File: config.mk
export PLATFORM = sky130hd
export DESIGN_NAME = bscan_chain
export DESIGN_NICKNAME = d
export VERILOG_FILES = /design/src/rtl/bscan_chain.sv
export SDC_FILE = /design/constraint.sdc
export NUM_CORES = 1
export LEC_CHECK = 0
export BUFFER_PORTS_ARGS = -buffer_cell sky130_fd_sc_hd__buf_2
export CAP_MARGIN = 20
export CORE_UTILIZATION = 30
export DETAILED_ROUTE_END_ITERATION = 8
export GPL_TIMING_DRIVEN = 0
export PLACE_DENSITY = 0.55
export SLEW_MARGIN = 20
export SYNTH_ARGS = -nofsm -noshare
export SYNTH_HDL_FRONTEND = slang
export SYNTH_SLANG_ARGS = --single-unit
File: constraint.sdc
create_clock -name tck -period 1 [get_ports tck]
set_input_delay 0 -clock tck [delete_from_list [all_inputs] [get_ports tck]]
set_output_delay 0 -clock tck [all_outputs]
set_load 0.02 [all_outputs]
File: src/rtl/bscan_chain.sv
module bscan_chain #(
  parameter int N_IN  = 4,
  parameter int N_OUT = 4
) (
  input  logic             tck,
  input  logic             trst_n,
  input  logic             tdi,
  input  logic             capture_en,
  input  logic             shift_en,
  input  logic             update_en,
  input  logic [1:0]       instr,
  input  logic [N_IN-1:0]  pin_in,
  output logic [N_IN-1:0]  core_in,
  input  logic [N_OUT-1:0] core_out,
  output logic [N_OUT-1:0] pin_out,
  output logic             tdo
);
  localparam int LEN = N_IN + N_OUT;
  localparam logic [1:0] I_SAMPLE = 2'd0;
  localparam logic [1:0] I_EXT    = 2'd1;
  localparam logic [1:0] I_INT    = 2'd2;
  localparam logic [1:0] I_BIST   = 2'd3;

  logic [LEN-1:0]   scan_q;
  logic [N_IN-1:0]  lat_in;
  logic [N_OUT-1:0] lat_out;
  logic             to_core_from_lat, to_pin_from_lat;
  logic [N_IN-1:0]  grab_in;
  logic [N_OUT-1:0] grab_out;

  assign to_pin_from_lat  = trst_n && (instr != I_SAMPLE);
  assign to_core_from_lat = trst_n && (instr == I_INT || instr == I_BIST);

  assign pin_out = to_pin_from_lat  ? lat_out : core_out;
  assign core_in = to_core_from_lat ? lat_in  : pin_in;

  assign grab_in  = (instr == I_INT || instr == I_BIST) ? lat_in : pin_in;
  assign grab_out = (instr == I_EXT) ? lat_out : core_out;

  always_ff @(posedge tck or negedge trst_n) begin
    if (!trst_n)
      scan_q <= '0;
    else if (capture_en)
      scan_q <= {grab_out, grab_in};
    else if (shift_en)
      scan_q <= {scan_q[LEN-2:0], tdi};
  end

  always_ff @(negedge tck or negedge trst_n) begin
    if (!trst_n) begin
      tdo     <= 1'b0;
      lat_in  <= '0;
      lat_out <= '0;
    end else begin
      tdo <= scan_q[LEN-1];
      if (update_en) begin
        lat_in <= scan_q[N_IN-1:0];
        if (instr != I_BIST)
          lat_out <= scan_q[LEN-1:N_IN];
      end
    end
  end

  assert_shift_entry_R1: assert property (@(posedge tck) disable iff (!trst_n)
    (shift_en && !capture_en) |=> scan_q[0] == $past(tdi));

  assert_sample_pass_R3: assert property (@(posedge tck) disable iff (!trst_n)
    (instr == I_SAMPLE) |-> (pin_out == core_out && core_in == pin_in));

  assert_latch_hold_R5: assert property (@(negedge tck) disable iff (!trst_n)
    !update_en |=> $stable(lat_in));

  assert_ext_capture_R6: assert property (@(posedge tck) disable iff (!trst_n)
    (capture_en && instr == I_EXT) |=> scan_q[LEN-1:N_IN] == $past(lat_out));

  assert_bist_freeze_R8: assert property (@(posedge tck) disable iff (!trst_n)
    (instr == I_BIST && $past(instr) == I_BIST) |-> $stable(pin_out));
endmodule

==> key figures <==
Place
  • I/O Buffers: 22
  • Pre-CTS setup slack: -0.491 ns
  • GPL Wtd Cong: 0.728
  • Placed Cells: 127
  • Final HPWL DP: 1340 um

Clock network
  • Clock root buffer: clkbuf_4
  • Inserted Clock Buffers: 3
  • Clk pin slew, worst setup/hold paths: 0.10 ns
  • Clk Latency, worst-skew pair: 0.28 ns
  • CTS tree: built
  • CTS max path bufs: 2
  • # H-tree levels: 1
  • Clock sink count: 17

Synth
  • Synth area leaders: dfrtn_1, dfrtp_1, mux2_2, mux2i_1, a211oi_1
  • Async SR Flop Fraction: 1.00
  • Dominant synthesized flop cell: dfrtn_1
  • Synth Register Bits: 17
  • Post-synth top cells: mux2_2, dfrtn_1, nor2b_1
  • Avg Cell Area, Syn: 12.1 sq um
  • Most common cell in the synthesized netlist: mux2_2
  • Share of the synthesized area in the top cell type: 0.252
  • Syn Nets: 90
  • Post-Syn Area: 892 sq um
  • Synth Warn #: 0
  • Synth cell types: 13
  • Cell accounting for the most synthesized area: dfrtn_1
  • Syn Inst Count: 74
  • Post-synth EDFFs: 0
  • Sequential area share after synthesis: 0.477

Drt
  • WL final: 2190 um
  • # DRC: 0
  • Pre-antenna DRT Iters: 4
  • Via/cell ratio: 5.02
  • Via Count: 773
  • Detail Route Antenna Nets: 0
  • Routed len/inst: 14.2 um
  • Violation count after the first detailed-route iteration: 9

Worst hold path
  • Hold depth: 3
  • HP Class: in -> reg

Power and ir drop
  • Switch share: 0.280
  • Peak supply drop: 0.824 mV
  • Gate power share: 0.403
  • Flop pwr share: 0.422
  • Sw power: 580 uW
  • P_leak: 0.000685 uW
  • Cell Pwr Density: 1470 nW/um^2
  • Int Pwr: 1490 uW
  • Clk network pwr share: 0.175

Critical path
  • Crit start category: flip-flop
  • FF-to-FF path depth: 3
  • Crit path max fanout: 2
  • CP endpoint kind: primary output
  • WS Path Type: reg -> out
  • Required time worst endpoint: 1.00 ns
  • Worst EP arrival: 1.55 ns

Cells and area
  • Fillers: 248
  • Post-layout util: 0.507
  • Layout cell share with drive strength beyond 1: 0.553
  • Final net count: 140
  • Area Overhead vs Synth: 57.9%
  • Antenna diode count: 0
  • Final std cells w/o fill: 154

Floorplanning
  • I/O pins: 25
  • Die area: 3200 sq um
  • Std-Cell Core Area: 2780 sq um
  • Die W: 56.5 um
  • Die Height: 56.5 um
  • Initial Util: 0.321
  • Row count: 19

STA
  • Tightest Pin Transition: 0.451 ns
  • PnR worst setup slack: -0.555 ns
  • Hold WS: 0.0137 ns
  • Max-Slew Margin vs Limit: 0.699
  • Fin. max-slew vios: 0
  • Clock Skew: 0.00248 ns
  • Final setup viols: 26
  • Final Hold Viols: 0
  • Setup_tns: -9.75 ns
  • RSZ-0062 raised after global routing: true

GRT
  • GRT Total Usage: 0.147
  • Number of global-route vias before repair: 775
  • Largest net degree at the start of global routing: 11
  • Initial antenna violation count: 0
  • First-pass GRT wire length: 3550 um
  • Grt total ovfl: 0

Flow run
  • Max Cap Viol: 0

Outcome
  • Failing checks: negative setup slack
  • Outcome: complete, but fails checks
==> logic make-up after synthesis <==
| family | synth area share |
|---|---|
| and+or+nand+nor | 0.0673 |
| buffers and inverters | 0.0294 |
| AOI/OAI and AO/OA | 0.135 |
| DFF | 0.477 |
| muxes | 0.292 |
==> cell type report <==
class / count / area [sq um] / area share
timing repair buffer: 45 / 368 / 0.261
clock buffer: 4 / 26.3 / 0.0187
multi-input combinational: 52 / 512 / 0.363
sequential: 17 / 425 / 0.302
tap: 31 / 38.8 / 0.0275
buffer: 5 / 38.8 / 0.0275
==> layer usage <==
metal | track usage | routed length [um]
met1 | 0.183 | 1060
met2 | 0.249 | 1050
met3 | 0.0230 | 59
met4 | 0.0627 | 19
met5 | 0 | 0
==> registers in the layout, summed over array words and instances, names as in the netlist <==
signal	cells
scan_q	8
lat_in	4
lat_out	4
tdo	1
==> worst max-delay path, stage by stage (launching register included) <==
cell and delay [ns]:
dfrtn_1 0.36, mux2_4 0.28, buf_6 0.13
==> power groups by stage <==
stage                     registers (uW)  clock network (uW)  logic, uW
final                                873                 363        833
after floorplan                      887                   0        373
after CTS                            866                 382        779
after global placement               900                   0        502
after detailed placement             903                   0        506
after global routing                 884                 400        891
==> cell usage in the layout, fill, tap and decap left out <==
cell type,n
mux2_4,16
buf_2,16
buf_4,15
buf_6,14
nor2b_1,9
dfrtn_1,9
a211oi_1,8
a21oi_1,8
dfrtp_1,8
mux2i_1,7
clkbuf_4,3
clkbuf_1,2
dlygate4sd3_1,2
buf_12,1
nand2_1,1
o21ai_2,1
a21boi_4,1
mux2i_2,1
dlymetal6s4s_1,1
==> through the flow <==
stage	total power [uW]	instance area (sq um)
3_5_place_dp	1410	1120
5_1_grt	2170	1410
3_3_place_gp	1400	1120
4_1_cts	2030	1370
6_report	2070	1410
2_1_floorplan	1260	972
==> path summary, 6_finish.rpt <==
kind,start,slack [ns],end
max in group asynchronous,trst_n,0.39,lat_out[0]
min,core_out[2],0.01,scan_q[6]
max reg2reg,lat_in[1],-0.35,scan_q[1]
min in group asynchronous,trst_n,0.24,scan_q[1]
max,lat_in[0],-0.55,core_in[0]
min reg2reg,lat_in[3],0.55,lat_in[3]
==> what timing repair did <==
action | 4_1_cts | 5_1_grt
endpoints found under the setup margin | 26 | 35
gates resized for setup | 21 | 6
hold endpoints to repair | 9 | 0
hold buffers | 3 | 0
gates cloned | 0 | 0
setup buffers | 16 | 8
pin swaps | 2 | 4
Note: power is estimated with default switching activity, not from simulation.
